<file path="src/rtl/baud_pkg.sv">
package baud_pkg;

  typedef enum logic {
    SIDE_RX = 1'b0,
    SIDE_TX = 1'b1
  } side_e;

  localparam int NUM_SIDES = 2;

  // Limit an exponent to the supported maximum.
  function automatic int unsigned exp_limit(input int unsigned e,
                                            input int unsigned lim);
    return (e > lim) ? lim : e;
  endfunction

endpackage

</file>
<file path="src/rtl/baud_cfg_reg.sv">
module baud_cfg_reg
  import baud_pkg::*;
#(
  parameter int TC_W      = 8,
  parameter int EXP_MAX   = 9,
  parameter int EXP_W     = 4,
  parameter int RESET_TC  = 0,
  parameter int RESET_EXP = 0
) (
  input  logic             clk,
  input  logic             rst_n,
  input  logic             tc_we,
  input  logic [TC_W-1:0]  tc_wd,
  input  logic             ps_we,
  input  logic [EXP_W-1:0] ps_wd,
  input  logic             boundary,
  output logic [TC_W-1:0]  act_tc,
  output logic [EXP_W-1:0] act_exp,
  output logic [TC_W-1:0]  nxt_tc,
  output logic [EXP_W-1:0] nxt_exp
);

  logic [TC_W-1:0]  pend_tc;
  logic [EXP_W-1:0] pend_exp;
  logic [EXP_W-1:0] ps_lim;

  assign ps_lim = EXP_W'(exp_limit(32'(ps_wd), EXP_MAX));

  // A write in the boundary cycle bypasses the pending copy.
  always_comb begin
    nxt_tc  = tc_we ? tc_wd  : pend_tc;
    nxt_exp = ps_we ? ps_lim : pend_exp;
  end

  always_ff @(posedge clk) begin
    if (!rst_n) begin
      pend_tc  <= TC_W'(RESET_TC);
      pend_exp <= EXP_W'(RESET_EXP);
    end else begin
      if (tc_we) pend_tc  <= tc_wd;
      if (ps_we) pend_exp <= ps_lim;
    end
  end

  always_ff @(posedge clk) begin
    if (!rst_n) begin
      act_tc  <= TC_W'(RESET_TC);
      act_exp <= EXP_W'(RESET_EXP);
    end else if (boundary) begin
      act_tc  <= nxt_tc;
      act_exp <= nxt_exp;
    end
  end

endmodule

</file>
<file path="src/rtl/baud_div_chain.sv">
module baud_div_chain #(
  parameter int TC_W      = 8,
  parameter int EXP_MAX   = 9,
  parameter int EXP_W     = 4,
  parameter int RESET_TC  = 0,
  parameter int RESET_EXP = 0,
  localparam int PS_W     = (EXP_MAX > 0) ? EXP_MAX : 1
) (
  input  logic             clk,
  input  logic             rst_n,
  input  logic [TC_W-1:0]  act_tc,
  input  logic [TC_W-1:0]  nxt_tc,
  input  logic [EXP_W-1:0] nxt_exp,
  output logic             strobe,
  output logic [PS_W-1:0]  ps_cnt
);

  logic [TC_W-1:0] tc_cnt;
  logic            tc_term;
  logic            ps_term;

  function automatic logic [PS_W-1:0] ps_span(input logic [EXP_W-1:0] e);
    return PS_W'((32'd1 << e) - 32'd1);
  endfunction

  // Load value T-1; a stored 0 wraps to 255, i.e. divide by 256.
  function automatic logic [TC_W-1:0] tc_span(input logic [TC_W-1:0] t);
    return TC_W'(t - 1'b1);
  endfunction

  assign tc_term = (tc_cnt == '0);
  assign ps_term = (ps_cnt == '0);
  assign strobe  = tc_term && ps_term;

  always_ff @(posedge clk) begin
    if (!rst_n) begin
      tc_cnt <= tc_span(TC_W'(RESET_TC));
      ps_cnt <= ps_span(EXP_W'(RESET_EXP));
    end else if (strobe) begin
      tc_cnt <= tc_span(nxt_tc);
      ps_cnt <= ps_span(nxt_exp);
    end else if (tc_term) begin
      tc_cnt <= tc_span(act_tc);
      ps_cnt <= ps_cnt - 1'b1;
    end else begin
      tc_cnt <= tc_cnt - 1'b1;
    end
  end

endmodule

</file>
<file path="src/rtl/baud_rate_gen.sv">
module baud_rate_gen
  import baud_pkg::*;
#(
  parameter int TC_W      = 8,
  parameter int EXP_MAX   = 9,
  parameter int EXP_W     = 4,
  parameter int RESET_TC  = 0,
  parameter int RESET_EXP = 0
) (
  input  logic             clk,
  input  logic             rst_n,
  input  logic             rx_tc_we,
  input  logic [TC_W-1:0]  rx_tc,
  input  logic             rx_ps_we,
  input  logic [EXP_W-1:0] rx_ps,
  input  logic             tx_tc_we,
  input  logic [TC_W-1:0]  tx_tc,
  input  logic             tx_ps_we,
  input  logic [EXP_W-1:0] tx_ps,
  input  logic             loop_en,
  output logic             rx_tick,
  output logic             tx_tick
);

  localparam int PS_W = (EXP_MAX > 0) ? EXP_MAX : 1;

  logic [NUM_SIDES-1:0]            side_tc_we;
  logic [NUM_SIDES-1:0]            side_ps_we;
  logic [NUM_SIDES-1:0][TC_W-1:0]  side_tc_wd;
  logic [NUM_SIDES-1:0][EXP_W-1:0] side_ps_wd;
  logic [NUM_SIDES-1:0][TC_W-1:0]  side_act_tc;
  logic [NUM_SIDES-1:0][EXP_W-1:0] side_act_exp;
  logic [NUM_SIDES-1:0][TC_W-1:0]  side_nxt_tc;
  logic [NUM_SIDES-1:0][EXP_W-1:0] side_nxt_exp;
  logic [NUM_SIDES-1:0][PS_W-1:0]  side_ps_cnt;
  logic [NUM_SIDES-1:0]            side_strobe;

  assign side_tc_we[SIDE_RX] = rx_tc_we;
  assign side_tc_wd[SIDE_RX] = rx_tc;
  assign side_ps_we[SIDE_RX] = rx_ps_we;
  assign side_ps_wd[SIDE_RX] = rx_ps;
  assign side_tc_we[SIDE_TX] = tx_tc_we;
  assign side_tc_wd[SIDE_TX] = tx_tc;
  assign side_ps_we[SIDE_TX] = tx_ps_we;
  assign side_ps_wd[SIDE_TX] = tx_ps;

  for (genvar s = 0; s < NUM_SIDES; s++) begin : g_side
    baud_cfg_reg #(
      .TC_W(TC_W), .EXP_MAX(EXP_MAX), .EXP_W(EXP_W),
      .RESET_TC(RESET_TC), .RESET_EXP(RESET_EXP)
    ) u_cfg (
      .clk      (clk),
      .rst_n    (rst_n),
      .tc_we    (side_tc_we[s]),
      .tc_wd    (side_tc_wd[s]),
      .ps_we    (side_ps_we[s]),
      .ps_wd    (side_ps_wd[s]),
      .boundary (side_strobe[s]),
      .act_tc   (side_act_tc[s]),
      .act_exp  (side_act_exp[s]),
      .nxt_tc   (side_nxt_tc[s]),
      .nxt_exp  (side_nxt_exp[s])
    );

    baud_div_chain #(
      .TC_W(TC_W), .EXP_MAX(EXP_MAX), .EXP_W(EXP_W),
      .RESET_TC(RESET_TC), .RESET_EXP(RESET_EXP)
    ) u_chain (
      .clk     (clk),
      .rst_n   (rst_n),
      .act_tc  (side_act_tc[s]),
      .nxt_tc  (side_nxt_tc[s]),
      .nxt_exp (side_nxt_exp[s]),
      .strobe  (side_strobe[s]),
      .ps_cnt  (side_ps_cnt[s])
    );
  end

  // Loopback steers transmit timing onto the receive strobe.
  assign tx_tick = side_strobe[SIDE_TX];
  assign rx_tick = loop_en ? side_strobe[SIDE_TX] : side_strobe[SIDE_RX];

endmodule

</file>
<file path="config.mk">
export PLATFORM = sky130hd
export DESIGN_NAME = baud_rate_gen
export DESIGN_NICKNAME = d
export VERILOG_FILES = /design/src/rtl/baud_pkg.sv /design/src/rtl/baud_cfg_reg.sv /design/src/rtl/baud_div_chain.sv /design/src/rtl/baud_rate_gen.sv
export SDC_FILE = /design/constraint.sdc
export NUM_CORES = 1
export LEC_CHECK = 0
export ABC_AREA = 1
export CORE_MARGIN = 2
export CORE_UTILIZATION = 49
export CTS_CLUSTER_SIZE = 16
export DETAILED_ROUTE_END_ITERATION = 10
export DONT_BUFFER_PORTS = 1
export PLACE_DENSITY = 0.63
export SLEW_MARGIN = 20
export SYNTH_ARGS = -nofsm -noshare
export SYNTH_HDL_FRONTEND = slang
export SYNTH_HIERARCHICAL = 1
export SYNTH_SLANG_ARGS = --single-unit
</file>
<file path="constraint.sdc">
create_clock -name clk -period 2.3 [get_ports clk]
set_clock_uncertainty 0.15 [all_clocks]
set_input_delay 0.345 -clock clk [delete_from_list [all_inputs] [get_ports clk]]
set_output_delay 0.345 -clock clk [all_outputs]
set_load 0.02 [all_outputs]
</file>
# ---- After elaboration in Yosys (flattened, before gate mapping)
# Index checks and enable logic that the tools add are counted.
dict set report classes {
  n_addsub 10
  shifts 2
  n_mux 15
  n_reduce_logical 8
  magnitude_cmp 2
}
# operator n
set ops {}
lappend ops {{2-to-1 mux 8 bit} 6}
lappend ops {{subtractor 8 x 1 -> 8 bit, second input constant} 6}
lappend ops {{2-to-1 mux 9 bit} 4}
lappend ops {{subtractor 9 x 1 -> 9 bit, second input constant} 4}
lappend ops {{logical NOT 9 bit} 2}
lappend ops {{left shift 1 x 4 -> 9 bit, first input constant} 2}
lappend ops {{logical NOT 8 bit} 2}
lappend ops {{2-to-1 mux 4 bit} 4}
lappend ops {{> comparator 4 bit, second input constant} 2}
lappend ops {{nonzero test 2 bit} 2}
lappend ops {{logical AND 1 bit} 2}
lappend ops {{2-to-1 mux 1 bit} 1}
dict set report totals {
  out_inout_bits 2
  in_bits 31
  register_bits 74
  wordCells 47
}

# ---- Logic depth before layout (Yosys ltp)
dict set report logic_depth {
  word_depth 6
  ltp_mapped 18
  mapped_depth_nobuf 18
}

# ---- By module
# Netlist, hierarchy kept.
# module n_inst cells_each seq_area_each_um2 area_per_inst_um2
set modules_own_cells {}
lappend modules_own_cells {baud_div_chain 2 205 340.3 1310.0}
lappend modules_own_cells {baud_cfg_reg 2 130 480.5 960.9}
lappend modules_own_cells {baud_rate_gen 1 4 0.0 15.0}

# ---- Least setup slack after synthesis
# Ideal clock, no wire load.
dict set report synth_path {
  kind {input-to-reg}
  start {input port rx_ps_we}
  end {register g_side[0].u_chain.ps_cnt[4]}
  t_required_ps 2028
  stages 14
  slack_ps 312
  t_arrival_ps 1716
  setup_ps 122
  n_path_buf 0
  path_cell_list {or2_2 > nand2_1 > inv_1 > inv_1 > nor2_1 > nand2_1 > nand4_1 > nand2_1 > ha_1 > inv_1 > nor2_1 > inv_1 > o21ai_0 > a21oi_1}
}
# element line_no
set synth_lines {}
lappend synth_lines {{start: declaration} baud_rate_gen.sv:14} ;# input logic rx_ps_we,
lappend synth_lines {{end signal: assignment} baud_div_chain.sv:38} ;# ps_cnt <= ps_span(EXP_W'(RESET_EXP));
lappend synth_lines {{end signal: assignment} baud_div_chain.sv:41} ;# ps_cnt <= ps_span(nxt_exp);
lappend synth_lines {{end signal: assignment} baud_div_chain.sv:44} ;# ps_cnt <= ps_cnt - 1'b1;
lappend synth_lines {{end: declaration} baud_div_chain.sv:15} ;# output logic [PS_W-1:0] ps_cnt

# ---- Worst setup path after layout
dict set report layout_path {
  start {register g_side[1].u_chain.ps_cnt[1]}
  end {output port tx_tick}
}
dict set report layout_via {
  elab_chain_len 2
}
# element line_no
set layout_rtl {}
lappend layout_rtl {{start: declaration} baud_div_chain.sv:15}
lappend layout_rtl {{start signal: assignment} baud_div_chain.sv:38}
lappend layout_rtl {{start signal: assignment} baud_div_chain.sv:41}
lappend layout_rtl {{start signal: assignment} baud_div_chain.sv:44}
lappend layout_rtl {{logical NOT 9 bit} baud_div_chain.sv:32} ;# assign ps_term = (ps_cnt == '0);
lappend layout_rtl {{logical AND 1 bit} baud_div_chain.sv:33} ;# assign strobe = tc_term && ps_term;
lappend layout_rtl {{end: declaration} baud_rate_gen.sv:22} ;# output logic tx_tick
# No other way between the ends.

==> results_dict.tcl <==
set metrics [dict create \
    antenna_cells 0 \
    cap_viol_max_count 0 \
    clk_pin_slew_ps 80 \
    via_count 3914 \
    hold_class "in -> reg" \
    gr-total-overflow 0 \
    placed_cell_area_um2 4290 \
    cts_tree "done" \
    ir_worst_vdd_mv 0.325 \
    rows 34 \
    powerDensity_nw_per_um2 541 \
    use_met2_pct 33.7 \
    io_pins 33 \
    max_stage_delay_ps 350 \
    grt_use_total_pct 19.7 \
    vias_per_cell 5.11 \
    die_w_um 97.5 \
    antenna_found_initial 0 \
    cts_inserted_buffers 9 \
    final-hold-violation-count 0 \
    cp_max_fo 12 \
    postRouteAntennaNets 0 \
    port_buffers 0 \
    crit_chain "nor2_1, nand2_1, nor2_4, nand3_4, inv_2, buf_4" \
    grt_pass1_wl_um 15300 \
    gp_routability_congestion 0.863 \
    clock_sinks 74 \
    netlist_instances 638 \
    synth_area_um2 4280 \
    clk_path_buf_depth 2 \
    met1_usage_pct 24.1 \
    busiest_layer "met2" \
    wl_um 9250 \
    syn_nets 673 \
    n_fill_cell 880 \
    critPathKind "reg -> out" \
    finalCriticalPeriod_ps 2180 \
    max_freq_mhz 459 \
    yosys_warnings 6 \
    dpl.hpwl_um 6590 \
    endpoint_kind "output pin" \
    clock-root-buffer "clkbuf_8" \
    cp-start-kind "flip-flop" \
    met3_usage_pct 5.54 \
    drtPass1Iterations 4 \
    final_nets 689 \
    p_total_w 0.00251 \
    slowest_stage "dfxtp_1" \
    setup_violations 0 \
    areaGrowthSynthToFinish_pct 8.45 \
    avgSynthCellArea_um2 6.71 \
    required_ps 1800 \
    clk_latency_ps 350 \
    grt_max_degree 29 \
    grt_pass1_vias 3472 \
    cp_data_arrival_time_ps 1680 \
    die_area_um2 9500 \
    core_um2 8590 \
    holdWs_ps 18.2 \
    cts-htree-levels 3 \
    final_cell_area_um2 4640 \
    status "finished clean" \
    p_leak_nw 2.23 \
    start_util_pct 49.8 \
    die_height_um 97.5 \
    min_period_over_period_pct 94.7 \
    finalMaxSlewViolations 0 \
    wl_per_cell_um 12.1 \
    first_iter_violations 99 \
    route.detailed.drc 0 \
    worstMarginPinSlew_ps 653 \
    slew_headroom_pct 56.4 \
    drive_above_1_share_pct 15.2 \
]
-- final timing paths --
path | slack (ps) | depth (start not counted) | startpoint | to
worst max-delay path | 120 | 6 | g_side[1].u_chain/ps_cnt[1] | tx_tick
worst min-delay path | 20 | 2 | tx_tc_we | g_side[1].u_cfg/pend_tc[4]
worst max register to register | 180 | 10 | g_side[1].u_chain/ps_cnt[1] | g_side[1].u_chain/tc_cnt[6]
worst min register to register | 320 | 2 | g_side[1].u_cfg/pend_tc[4] | g_side[1].u_cfg/pend_tc[4]
-- report_power, final --
group | total, W | internal (W) | switching, W
logic | 0.000193 | 0.0000625 | 0.000131
registers | 0.00132 | 0.00131 | 0.00000973
clock network | 0.000995 | 0.000499 | 0.000497
total | 0.00251 | 0.00187 | 0.000637
-- registers in the layout, indices dropped and copies added, names as in the netlist --
| signal | flops |
|---|---|
| g_side.u_chain/ps_cnt | 18 |
| g_side.u_cfg/pend_tc | 16 |
| g_side.u_cfg/pend_exp | 8 |
| g_side.u_chain/tc_cnt | 16 |
| g_side.u_cfg/act_tc | 16 |
-- area by class of cell --
type / instances / area (um^2) / area share, %
Timing Repair Buffer: 24 / 193 / 4.15
Sequential cell: 74 / 1480 / 31.9
Tap cell: 108 / 135 / 2.91
Multi-Input combinational cell: 460 / 2310 / 49.9
Inverter: 85 / 328 / 7.06
Clock buffer: 9 / 124 / 2.67
Clock inverter: 6 / 66.3 / 1.43
-- cell usage in the layout, fill, tap and decap left out, drive strengths merged, types with 2 or more instances in the layout --
master and n:
nand2 179, nor2 106, inv 85, dfxtp 74, a21oi 54, o21ai 52
nand3 33, buf 18, nand4 12, clkbuf 9, dlygate4sd3 6, o21bai 6
nor3 4, a31oi 4, ha 4, clkinv 4, or2 2, and2 2
nand3b 2
-- per-layer routing --
metal,part of all wire (%),wire (um)
met5,0,0
met4,1.1,102
met3,2.7,252
met2,50,4580
met1,47,4310
-- per-stage QoR --
step	setup TNS (ps)	utilization [%]	instances	setup WS, ps
floorplan	0	-	638	339
finish	0	54.0	766	122
detailed placement	0	49.9	734	116
global placement	0	49.9	734	164
CTS	0	53.0	756	22.0
global route	-2.33	54.0	766	-2.33
-- critical path, delay by kind of cell (launching register included) --
kind          cells  cell delay [ps]
simple gates      4              580
buf+inv           2              400
flops             1              350
-- what timing repair did --
item / CTS / global route
hold buffers: 7 / 0
setup endpoints to repair: 2 / 7
pin swaps: 0 / 3
gates resized for setup: 2 / 5
endpoints found under the hold margin: 32 / 0
gates cloned: 0 / 1
buffers inserted: 0 / 9
Power figures use the tool's default switching activity.
